===== src/rtl/cusel_pkg.sv =====
package cusel_pkg;

    localparam int ADDR_W = 8;
    localparam int SZ_W   = 3;
    localparam int SZ_MAX = 4;

    // low-bit mask of a window: code s -> (8<<s)-1, codes above SZ_MAX clamp
    function automatic logic [ADDR_W-1:0] win_mask(input logic [SZ_W-1:0] code);
        logic [SZ_W-1:0] c;
        c = (code > SZ_W'(SZ_MAX)) ? SZ_W'(SZ_MAX) : code;
        return (ADDR_W'(8) << c) - ADDR_W'(1);
    endfunction

endpackage


===== src/rtl/cu_window.sv =====
module cu_window
    import cusel_pkg::*;
(
    input  logic [ADDR_W-1:0] addr,
    input  logic [ADDR_W-1:0] base,
    input  logic [SZ_W-1:0]   size_code,
    input  logic [ADDR_W-1:0] ndev,
    output logic              in_win,
    output logic              dev_ok
);
    logic [ADDR_W-1:0] low_m;
    logic [ADDR_W-1:0] offs;

    always_comb begin
        low_m  = win_mask(size_code);
        offs   = addr & low_m;
        in_win = ((addr ^ base) & ~low_m) == '0;
        dev_ok = offs < ndev;
    end
endmodule


===== src/rtl/cu_walk.sv =====
module cu_walk #(
    parameter int N_CU   = 4,
    parameter int POS_W  = $clog2(2*N_CU),
    parameter int UNIT_W = $clog2(N_CU)
) (
    input  logic [POS_W-1:0]  step,
    output logic [UNIT_W-1:0] idx,
    output logic              outward,
    output logic              turn
);
    localparam int LAST = 2*N_CU - 1;

    always_comb begin
        turn = (int'(step) == N_CU);
        if (int'(step) <= N_CU) begin
            outward = 1'b1;
            idx     = UNIT_W'(int'(step) - 1);
        end else begin
            outward = 1'b0;
            idx     = UNIT_W'(LAST - int'(step));
        end
    end
endmodule


===== src/rtl/cu_chain_sel.sv =====
module cu_chain_sel
    import cusel_pkg::*;
#(
    parameter int N_CU   = 4,
    parameter int UNIT_W = $clog2(N_CU)
) (
    input  logic                   clk,
    input  logic                   rst_n,
    input  logic                   sel_start,
    input  logic [ADDR_W-1:0]      sel_addr,
    input  logic [N_CU*ADDR_W-1:0] cu_base,
    input  logic [N_CU*SZ_W-1:0]   cu_size,
    input  logic [N_CU-1:0]        cu_high,
    input  logic [N_CU*ADDR_W-1:0] cu_ndev,
    output logic                   busy,
    output logic                   rsp_valid,
    output logic [UNIT_W-1:0]      rsp_unit,
    output logic                   rsp_dno,
    output logic                   rsp_none
);
    localparam int POS_W = $clog2(2*N_CU);
    localparam int LAST  = 2*N_CU - 1;

    typedef struct packed {
        logic              busy;
        logic [POS_W-1:0]  step;
        logic [ADDR_W-1:0] addr;
        logic              valid;
        logic [UNIT_W-1:0] unit;
        logic              dno;
        logic              none;
    } st_t;

    st_t st_d, st_q;

    logic [N_CU-1:0]   in_win;
    logic [N_CU-1:0]   dev_ok;
    logic [UNIT_W-1:0] cur_idx;
    logic              cur_out;
    logic              cur_turn;
    logic              cmp_now;
    logic              claim;

    for (genvar g = 0; g < N_CU; g++) begin : g_unit
        cu_window u_win (
            .addr      (st_q.addr),
            .base      (cu_base[g*ADDR_W +: ADDR_W]),
            .size_code (cu_size[g*SZ_W +: SZ_W]),
            .ndev      (cu_ndev[g*ADDR_W +: ADDR_W]),
            .in_win    (in_win[g]),
            .dev_ok    (dev_ok[g])
        );
    end

    cu_walk #(.N_CU(N_CU), .POS_W(POS_W), .UNIT_W(UNIT_W)) u_walk (
        .step    (st_q.step),
        .idx     (cur_idx),
        .outward (cur_out),
        .turn    (cur_turn)
    );

    always_comb begin
        cmp_now = cur_turn || (cur_out ? cu_high[cur_idx] : !cu_high[cur_idx]);
        claim   = cmp_now && in_win[cur_idx];

        st_d       = st_q;
        st_d.valid = 1'b0;
        if (!st_q.busy) begin
            if (sel_start) begin
                st_d.busy = 1'b1;
                st_d.step = POS_W'(1);
                st_d.addr = sel_addr;
            end
        end else if (claim) begin
            st_d.busy  = 1'b0;
            st_d.valid = 1'b1;
            st_d.unit  = cur_idx;
            st_d.dno   = !dev_ok[cur_idx];
            st_d.none  = 1'b0;
        end else if (int'(st_q.step) == LAST) begin
            st_d.busy  = 1'b0;
            st_d.valid = 1'b1;
            st_d.unit  = '0;
            st_d.dno   = 1'b0;
            st_d.none  = 1'b1;
        end else begin
            st_d.step = st_q.step + POS_W'(1);
        end
    end

    always_ff @(posedge clk or negedge rst_n) begin
        if (!rst_n) st_q <= '0;
        else        st_q <= st_d;
    end

    assign busy      = st_q.busy;
    assign rsp_valid = st_q.valid;
    assign rsp_unit  = st_q.unit;
    assign rsp_dno   = st_q.dno;
    assign rsp_none  = st_q.none;


    one_pulse_chk: assert property (@(posedge clk) disable iff (!rst_n)
        rsp_valid |=> !rsp_valid);


    start_take_chk: assert property (@(posedge clk) disable iff (!rst_n)
        (!busy && sel_start) |=> busy);


    addr_hold_chk: assert property (@(posedge clk) disable iff (!rst_n)
        busy |=> $stable(st_q.addr));


    none_excl_chk: assert property (@(posedge clk) disable iff (!rst_n)
        rsp_valid |-> !(rsp_none && rsp_dno));


    step_range_chk: assert property (@(posedge clk) disable iff (!rst_n)
        busy |-> (st_q.step != '0 && int'(st_q.step) <= LAST));

endmodule


===== config.mk =====
export PLATFORM = sky130hd
export DESIGN_NAME = cu_chain_sel
export DESIGN_NICKNAME = d
export VERILOG_FILES = /design/src/rtl/cusel_pkg.sv /design/src/rtl/cu_window.sv /design/src/rtl/cu_walk.sv /design/src/rtl/cu_chain_sel.sv
export SDC_FILE = /design/constraint.sdc
export NUM_CORES = 1
export LEC_CHECK = 0
export ABC_AREA = 1
export BUFFER_PORTS_ARGS = -buffer_cell sky130_fd_sc_hd__buf_4
export CAP_MARGIN = 0
export CORE_UTILIZATION = 53
export CTS_BUF_LIST = sky130_fd_sc_hd__clkbuf_8
export CTS_CLUSTER_DIAMETER = 80
export DETAILED_ROUTE_END_ITERATION = 6
export PLACE_DENSITY_LB_ADDON = 0.15
export SLEW_MARGIN = 0
export SYNTH_ARGS = -nofsm -noshare
export SYNTH_HDL_FRONTEND = slang
export SYNTH_HIERARCHICAL = 1
export SYNTH_SLANG_ARGS = --single-unit

===== constraint.sdc =====
create_clock -name clk -period 2.8 [get_ports clk]
set_input_delay 0.42 -clock clk [delete_from_list [all_inputs] [get_ports clk]]
set_output_delay 0.42 -clock clk [all_outputs]
set_load 0.1 [all_outputs]

# Yosys cells after proc, flatten, opt, wreduce, memory -nomap -nowiden

Cells that the tools add are included.

Output and inout bits: 6
Register bits: 17

Multiplexer cells: 22
Add/subtract/negate cells: 7
Shifts and indexed selects: 4
Reduce and logical (&&, ||, !) cells: 13
Bitwise logic cells: 17
Order comparisons: 10
Equality and inequality tests: 4

Operator list:

| operator                                           | count |
|---|---|
| bitwise AND 8 bit                                  | 8 |
| logical NOT 8 bit                                  | 4 |
| < comparator 8 bit                                 | 4 |
| inverter 8 bit                                     | 4 |
| << shifter 4 x 3 -> 8 bit, first input constant    | 4 |
| subtractor 8 x 2 -> 8 bit, second input constant   | 4 |
| bitwise XOR 8 bit                                  | 4 |
| 2-to-1 mux 3 bit                                   | 6 |
| 2-to-1 mux 5 bit                                   | 3 |
| > comparator 3 bit, second input constant          | 4 |
| 2-to-1 mux 12 bit                                  | 1 |
| 2-to-1 mux 1 bit                                   | 7 |
| binary-select mux 1 bit (select 2 bit)             | 3 |
| 2-to-1 mux 4 bit                                   | 1 |
| inequality test 2 bit, second input constant       | 2 |
| AND reduction 2 bit                                | 2 |
| nonzero test 2 bit                                 | 2 |
| adder 3 x 1 -> 3 bit, second input constant        | 1 |
| == test 3 x 1 -> 1 bit, second input constant      | 1 |
| == test 3 bit, second input constant               | 1 |
| <= comparator 3 bit, second input constant         | 1 |
| < comparator 2 x 3 -> 1 bit, second input constant | 1 |
| AND reduction 3 bit                                | 1 |
| logical NOT 1 bit                                  | 2 |
| other kinds (6)                                    | 6 |

# Longest topological paths before layout

Gate-level depths: netlist (run 1).

Word-level depth: 12
Mapped depth: 13
Mapped depth without buffers: 13

# Cells and area by module

The synthesis (run 1) kept the hierarchy.

Modules (own cells, without submodules):

| module       | times used | cells an instance | area each (um^2) |
|---|---|---|---|
| cu_window    | 4          | 56                | 307.8 |
| cu_chain_sel | 1          | 87                | 829.5 |
| cu_walk      | 1          | 9                 | 37.5 |

# Worst setup path after synthesis (run 1)

Ideal clock, no wire load.

Path type: register to register
Start: register st_q, in the netlist busy
End: register st_q[10] (netlist name)
Setup time: 125 ps
Setup slack: 935 ps
Required time: 2675 ps
Stages on the path, launching flop included: 5
Data arrival time: 1740 ps
Cell sequence: dfrtp_1 inv_1 nand2_1 buf_2 mux2_2

Cells in the longest elaborated chain, start to end: 2

RTL lines:

| element                       | RTL line           | source |
|---|---|---|
| start, declared               | cu_chain_sel.sv:34 | `st_t st_d, st_q;` |
| start signal, assigned        | cu_chain_sel.sv:93 | `else st_q <= st_d;` |
| inverter 1 bit (no line)      | --                 |  |
| AND reduction 2 bit (no line) | --                 |  |

Every way passes these cells.
A chain may end at the register's enable or synchronous reset.

# Worst setup path after layout (run 1)

Start: register st_q[8] (netlist name)
End: register st_q, in the netlist rsp_dno

Elaborated cells between the ends (all ways): 29
Those cells by class: order compare (4); mux (5); bitwise (12); reduce/logical (8)

RTL lines:

| element                                | RTL line           | source |
|---|---|---|
| bitwise AND 8 bit                      | cu_window.sv:16    | `offs = addr & low_m;` |
| < comparator 8 bit                     | cu_window.sv:18    | `dev_ok = offs < ndev;` |
| net dev_ok[2]                          | cu_chain_sel.sv:37 | `logic [N_CU-1:0] dev_ok;` |
| binary-select mux 1 bit (select 2 bit) | cu_chain_sel.sv:78 | `st_d.dno = !dev_ok[cur_idx];` |
| 2-to-1 mux 1 bit (not written as such) | cu_chain_sel.sv:78 |  |
| logical NOT 1 bit                      | cu_chain_sel.sv:78 |  |
| 2-to-1 mux 5 bit                       | cu_chain_sel.sv:74 | `end else if (claim) begin` |

The timed path passes the listed nets, and every way through them passes these cells. The select of a mux whose other input is x is not followed.

==> results of run 1 <==
==> power by group through the flow <==
stage / registers, uW / clock network [uW] / logic (uW)
finish: 587 / 187 / 1540
global route: 611 / 200 / 1750
CTS: 586 / 195 / 1550
detailed placement: 590 / 0 / 1540
global placement: 580 / 0 / 1480
floorplan: 664 / 0 / 1070
==> sequential cells by signal (all words and copies together) (netlist names) <==
register,count
rsp_none,1
busy,1
rsp_unit,2
rsp_dno,1
rsp_valid,1
st_q,11
==> stage by stage <==
stage          total power [uW]  instance area, um2  worst slack, ns
2_1_floorplan              1740                2100            0.935
3_3_place_gp               2060                2770            0.780
3_5_place_dp               2130                2770            0.717
4_1_cts                    2330                2820            0.699
5_1_grt                    2560                2820            0.556
6_report                   2310                2820            0.739
==> worst paths after layout <==
check                            start           to  slack [ns]  cells after the start
setup / recovery               st_q[8]      rsp_dno        0.74                     10
min in group clk           sel_addr[6]     st_q[11]        0.39                      2
max in group asynchronous        rst_n      st_q[9]        2.60                      1
hold / removal                   rst_n         busy        0.01                      1
setup reg to reg               st_q[8]      rsp_dno        0.74                     10
hold reg to reg            rsp_unit[1]  rsp_unit[1]        0.51                      2
==> cells in the final DEF (no fill, tap or decap) <==
cell / netlist / layout
a21boi_0: 4 / 4
a21oi_1: 20 / 20
buf_4: 2 / 84
clkbuf_8: 0 / 3
clkinvlp_4: 0 / 1
conb_1: 4 / 4
dfrtp_1: 17 / 17
ha_1: 30 / 30
inv_1: 67 / 67
inv_2: 2 / 2
mux2_2: 8 / 8
nand2_1: 78 / 78
nand2_2: 2 / 2
nand3_1: 16 / 16
nand3_2: 3 / 3
nor2_1: 29 / 29
nor2_2: 4 / 4
nor3_1: 1 / 1
o21ai_0: 10 / 10
o21ai_1: 4 / 4
o22ai_1: 1 / 1
o22ai_2: 1 / 1
xnor2_1: 8 / 8
xor2_1: 8 / 8
==> routing by layer <==
| layer | track usage, % | vias up | share of wire [%] |
|---|---|---|---|
| met5 | 0 | - | 0 |
| met4 | 9.72 | 0 | 2.1 |
| met3 | 4.75 | 15 | 6.1 |
| met2 | 50.3 | 69 | 50 |
| met1 | 28.9 | 981 | 42 |
| li1 | - | 1157 | - |
==> logic make-up (layout without fill, tap and decap cells) <==
kind of cell / count (synthesis) / in the layout
AND/OR/NAND/NOR: 133 / 133
buffers and inverters: 72 / 157
AO/OA/AOI/OAI: 40 / 40
adder cells (fa/ha/maj): 30 / 30
flip-flops: 17 / 17
XOR/XNOR: 16 / 16
multiplexers: 8 / 8
other: 4 / 4
==> area by class of cell <==
type | instances | share of cell area, %
Clock inverter | 1 | 0.266
Multi-Input combinational cell | 231 | 49.5
Sequential cell | 17 | 15.1
Inverter | 69 | 9.19
Clock buffer | 3 | 1.47
Tap cell | 48 | 2.13
Timing Repair Buffer | 84 | 22.4
==> flow_summary.toml, run 1 <==
[run_status]
outcome = "complete, no violations"

[layout]
multiInputGateArea_mm2 = 0.00139
finalNonFillerCells = 453
area_delta_synth_final_pct = 34.3
drive_above_1_share_pct = 26.7
fin_util_pct = 75.8
final_nets = 527
n_antenna_cell = 0
fillerInstances = 319
regArea_um2 = 425

[setup_path]
critPathTopFamily = "compound AO/OA/AOI/OAI gates"
cp_slowest_cell = "dfrtp_1"
critPathArrivalTime_ns = 2.21
cpPeakStageDelay_ns = 0.58
critPathBufInv = 1
worst_path_most_repeated_cell = "nand2_1"
crit_path_cell_trace = "a21boi_0 > ha_1 > a21oi_1 > nand2_1 > a21oi_1 > o21ai_0 > o22ai_1 > inv_1 > nand2_1 > nand2_1"
cp-start-kind = "flop"
worstPathMaxFanout = 9
critPathRequiredTime_ns = 2.95
end_kind = "flop"
crit_type = "reg2reg"

[drt]
vias = 2222
drt-initial-drc-count = 52
drtAntennaViolNets = 0
wl_mm = 5.03
viasPerCell = 4.91
drc = 0
firstDrtPassIters = 4
post_drt_wl_per_cell_um = 11.1

[sta]
slew_headroom_pct = 66.4
slew_viol_final = 0
max_freq_mhz = 485
setup_viol = 0
rsz0062_at_grt = "false"
tns_ns = 0
worst_pin_slew_ns = 0.504
period_share_pct = 73.6
hold_viol_final = 0
min_period_ns = 2.06
fin_skew_ns = 0.00367
holdWs_ns = 0.0138

[grt]
grt_pass1_wl_mm = 8.73
antenna_found_initial = 0
grt_usage_pct = 26.6
grt_pass1_vias = 2228
grt_max_degree = 18
grt_overflow_total = 0

[worst_hold_path]
hold_class = "in2async"

[power_and_ir_drop]
power.share.sequential_pct = 25.3
combPwrFrac_pct = 66.6
ir_worst_vdd_v = 0.000642
power_density_mw_per_mm2 = 822
leakage_uw = 0.00173
p_switching_uw = 1240
p_sw_share_pct = 53.4
p_clk_share_pct = 8.1
p_int_uw = 1080

[yosys]
synthCells = 320
netlist_top_cells_count = "78 x nand2_1, 67 x inv_1, 30 x ha_1"
synth_cell_types = 23
ys.flop_type = "dfrtp_1"
synth-xor-area-share_pct = 6.68
synth_largest_area_cell = "dfrtp_1"
synth_compound_area_share_pct = 10.4
syn_area_mm2 = 0.00210
synth_top_family_by_area = "simple AND/OR/NAND/NOR gates"
synth_area_leaders = "dfrtp_1 20%, ha_1 18%, nand2_1 14%"
ys_seq_area_share_pct = 20.3
synth_adder_area_share_pct = 17.9
synth-seq-cells = 17
yosysMostFrequentCell = "nand2_1"
async_reset_ff_share_pct = 100
synth-simple-area-share_pct = 26.4
synth_nets = 441
yosysTopAreaCellShare_pct = 20.3
synth.avg_cell_area_um2 = 6.56
ys_warn_count = 6
synth_edf_count = 0
synthMuxAreaShare_pct = 4.29

[placement]
dp_cells = 449
numPortBuffers = 84
hpwl_mm = 4.14
place.gp.congestion = 0.817

[cts]
cts_setup_buffers = 0
cts_buffer_depth = 2
cts_root_buf = "clkbuf_8"
clk_pin_slew_ns = 0.07
htreeDepth = 1
cts_made_buffers = 3
clkLatencyLatePin_ns = 0.25
ctsHoldBuffers = 0
cts_resized = 0
cts_tree = "done"
cts_num_sinks = 17

[die]
die_area_mm2 = 0.00421
fp.dieH_um = 64.9
initial_core_util_pct = 56.5
die-width_um = 64.9
core_area_mm2 = 0.00372
rows = 22
io_pins = 97

[run]
drv_cap = 0
No activity file was read; power rests on OpenSTA's default activity.
==> run 2: changes to the inputs <==
- CORE_UTILIZATION: 53 -> 49
- clock period: 2.8 -> 1.99 ns (I/O delays scaled with it)
==> run 2 against run 1 <==
Worst setup slack lost 0.63 ns. Sequential power grew 36%. Sequential share of layout area shrank 0.29 points. Critical endpoint unchanged. Largest power group unchanged. Highest routed layer unchanged.
==> flow_summary.toml, run 2 (synthesis results as in run 1) <==
[run_status]
outcome = "complete, no violations"

[worst_hold_path]
hold_class = "in2reg"

[layout]
final_nets = 536
area_delta_synth_final_pct = 38.1
finalInstanceArea_mm2 = 0.00290
regArea_um2 = 429
drive_above_1_share_pct = 29.0
fillerInstances = 350
final_common_cell = "buf_4"
n_antenna_cell = 0
multiInputGateArea_mm2 = 0.00140
largest_reg_flops = 11
mostFrequentLayoutCells = "92 x buf_4, 78 x nand2_1, 67 x inv_1"
top_register = "st_q"

[die]
die-width_um = 67.4
rows = 23
die_area_mm2 = 0.00455
fp.dieH_um = 67.4
core_area_mm2 = 0.00406
io_pins = 97
initial_core_util_pct = 51.7

[drt]
vias = 2136
post_drt_wl_per_cell_um = 10.5
viasPerCell = 4.60
drtAntennaViolNets = 0
drc = 0
drt-initial-drc-count = 65
wl_mm = 4.85
firstDrtPassIters = 4

[power_and_ir_drop]
combPwrFrac_pct = 67.8
power_density_mw_per_mm2 = 1140
power.total_uw = 3310
p_int_uw = 1580
leakage_uw = 0.00177
p_sw_share_pct = 52.2
p_clk_share_pct = 8.0
ir_worst_vdd_v = 0.000809
p_switching_uw = 1720
power.share.sequential_pct = 24.1

[grt]
grt_overflow_total = 0
grt_pass1_wl_mm = 7.95
antenna_found_initial = 0
grt_pass1_vias = 2005
grt_max_degree = 18
grt_usage_pct = 23.0

[cts]
cts_num_sinks = 17
clkLatencyLatePin_ns = 0.25
cts_tree = "done"
cts_buffer_depth = 2
cts_made_buffers = 3
htreeDepth = 1
cts_root_buf = "clkbuf_8"
clk_pin_slew_ns = 0.07

[placement]
place.gp.congestion = 0.810
hpwl_mm = 4.13
placed_cell_area_mm2 = 0.00282
numPortBuffers = 84

[setup_path]
cp-start-kind = "flop"
end_kind = "flop"
critPathArrivalTime_ns = 2.02
cp_slowest_cell = "dfrtp_1"
critPathRequiredTime_ns = 2.14
crit_type = "reg2reg"
crit_path_cell_trace = "inv_1 > nor2_1 > ha_1 > a21oi_1 > o21ai_0 > a21oi_1 > nor2_1 > o22ai_1 > inv_1 > nand2_1 > nand2_1"
cpPeakStageDelay_ns = 0.51
worstPathMaxFanout = 7

[sta]
tns_ns = 0
max_freq_mhz = 533
min_period_ns = 1.88
slew_viol_final = 0
fin_skew_ns = 0.00265
hold_viol_final = 0
setup_viol = 0
period_share_pct = 94.3
rsz0062_at_grt = "false"

[run]
drv_cap = 0
==> run 2: through the flow <==
stage / hold slack (ns) / util (%) / setup WS (ns) / std cells
after floorplan: 0.00291 / - / 0.125 / 320
after global placement: 0.175 / 69.6 / 0.0773 / 458
after detailed placement: 0.173 / 69.6 / 0.0301 / 458
after CTS: 0.268 / 71.0 / 0.0104 / 463
after global routing: 0.263 / 71.4 / 0.00859 / 464
final: 0.270 / 71.4 / 0.114 / 464
==> run 2: power groups by stage <==
stage | clock network [uW] | logic (uW) | registers (uW)
global placement | 0 | 2160 | 795
floorplan | 0 | 1510 | 935
finish | 266 | 2240 | 798
detailed placement | 0 | 2220 | 804
CTS | 271 | 2230 | 796
global route | 285 | 2570 | 829
==> run 2: what timing repair did <==
item	4_1_cts	5_1_grt
buffers inserted	0	1
endpoints found under the hold margin	17	0
endpoints found under the setup margin	0	5
hold buffers	1	0
resized for setup	0	5
==> run 2: cell type report <==
cell class | count | area share, %
Clock inverter | 1 | 0.259
Tap cell | 50 | 2.16
Clock buffer | 3 | 1.42
Sequential cell | 17 | 14.8
Multi-Input combinational cell | 231 | 48.2
Inverter | 69 | 8.94
Timing Repair Buffer | 93 | 24.2
==> run 2: metal layers <==
| metal | vias to the layer above | share of wire (%) | GRT usage [%] |
|---|---|---|---|
| li1 | 1175 | - | - |
| met1 | 895 | 45 | 27.7 |
| met2 | 60 | 47 | 41.4 |
| met3 | 6 | 7.3 | 4.73 |
| met4 | 0 | 1.1 | 5.05 |
| met5 | - | 0 | 0 |
==> run 2: worst paths after layout <==
path | from | to | slack (ns) | depth (start not counted)
min reg2reg | rsp_none | rsp_none | 0.51 | 2
max | st_q[10] | rsp_dno | 0.11 | 11
min in group asynchronous | rst_n | rsp_valid | 0.44 | 2
min | sel_addr[0] | st_q[5] | 0.27 | 2
max reg2reg | st_q[10] | rsp_dno | 0.11 | 11
max in group asynchronous | rst_n | st_q[11] | 1.34 | 2
==> run 2: worst max-delay path: cells and delay by family, from the launching register on <==
family | cells | cell delay (ns)
AO/OA/AOI/OAI | 4 | 0.59
flip-flops | 1 | 0.51
AND/OR/NAND/NOR | 4 | 0.29
adder cells (fa/ha/maj) | 1 | 0.25
buffers and inverters | 2 | 0.13
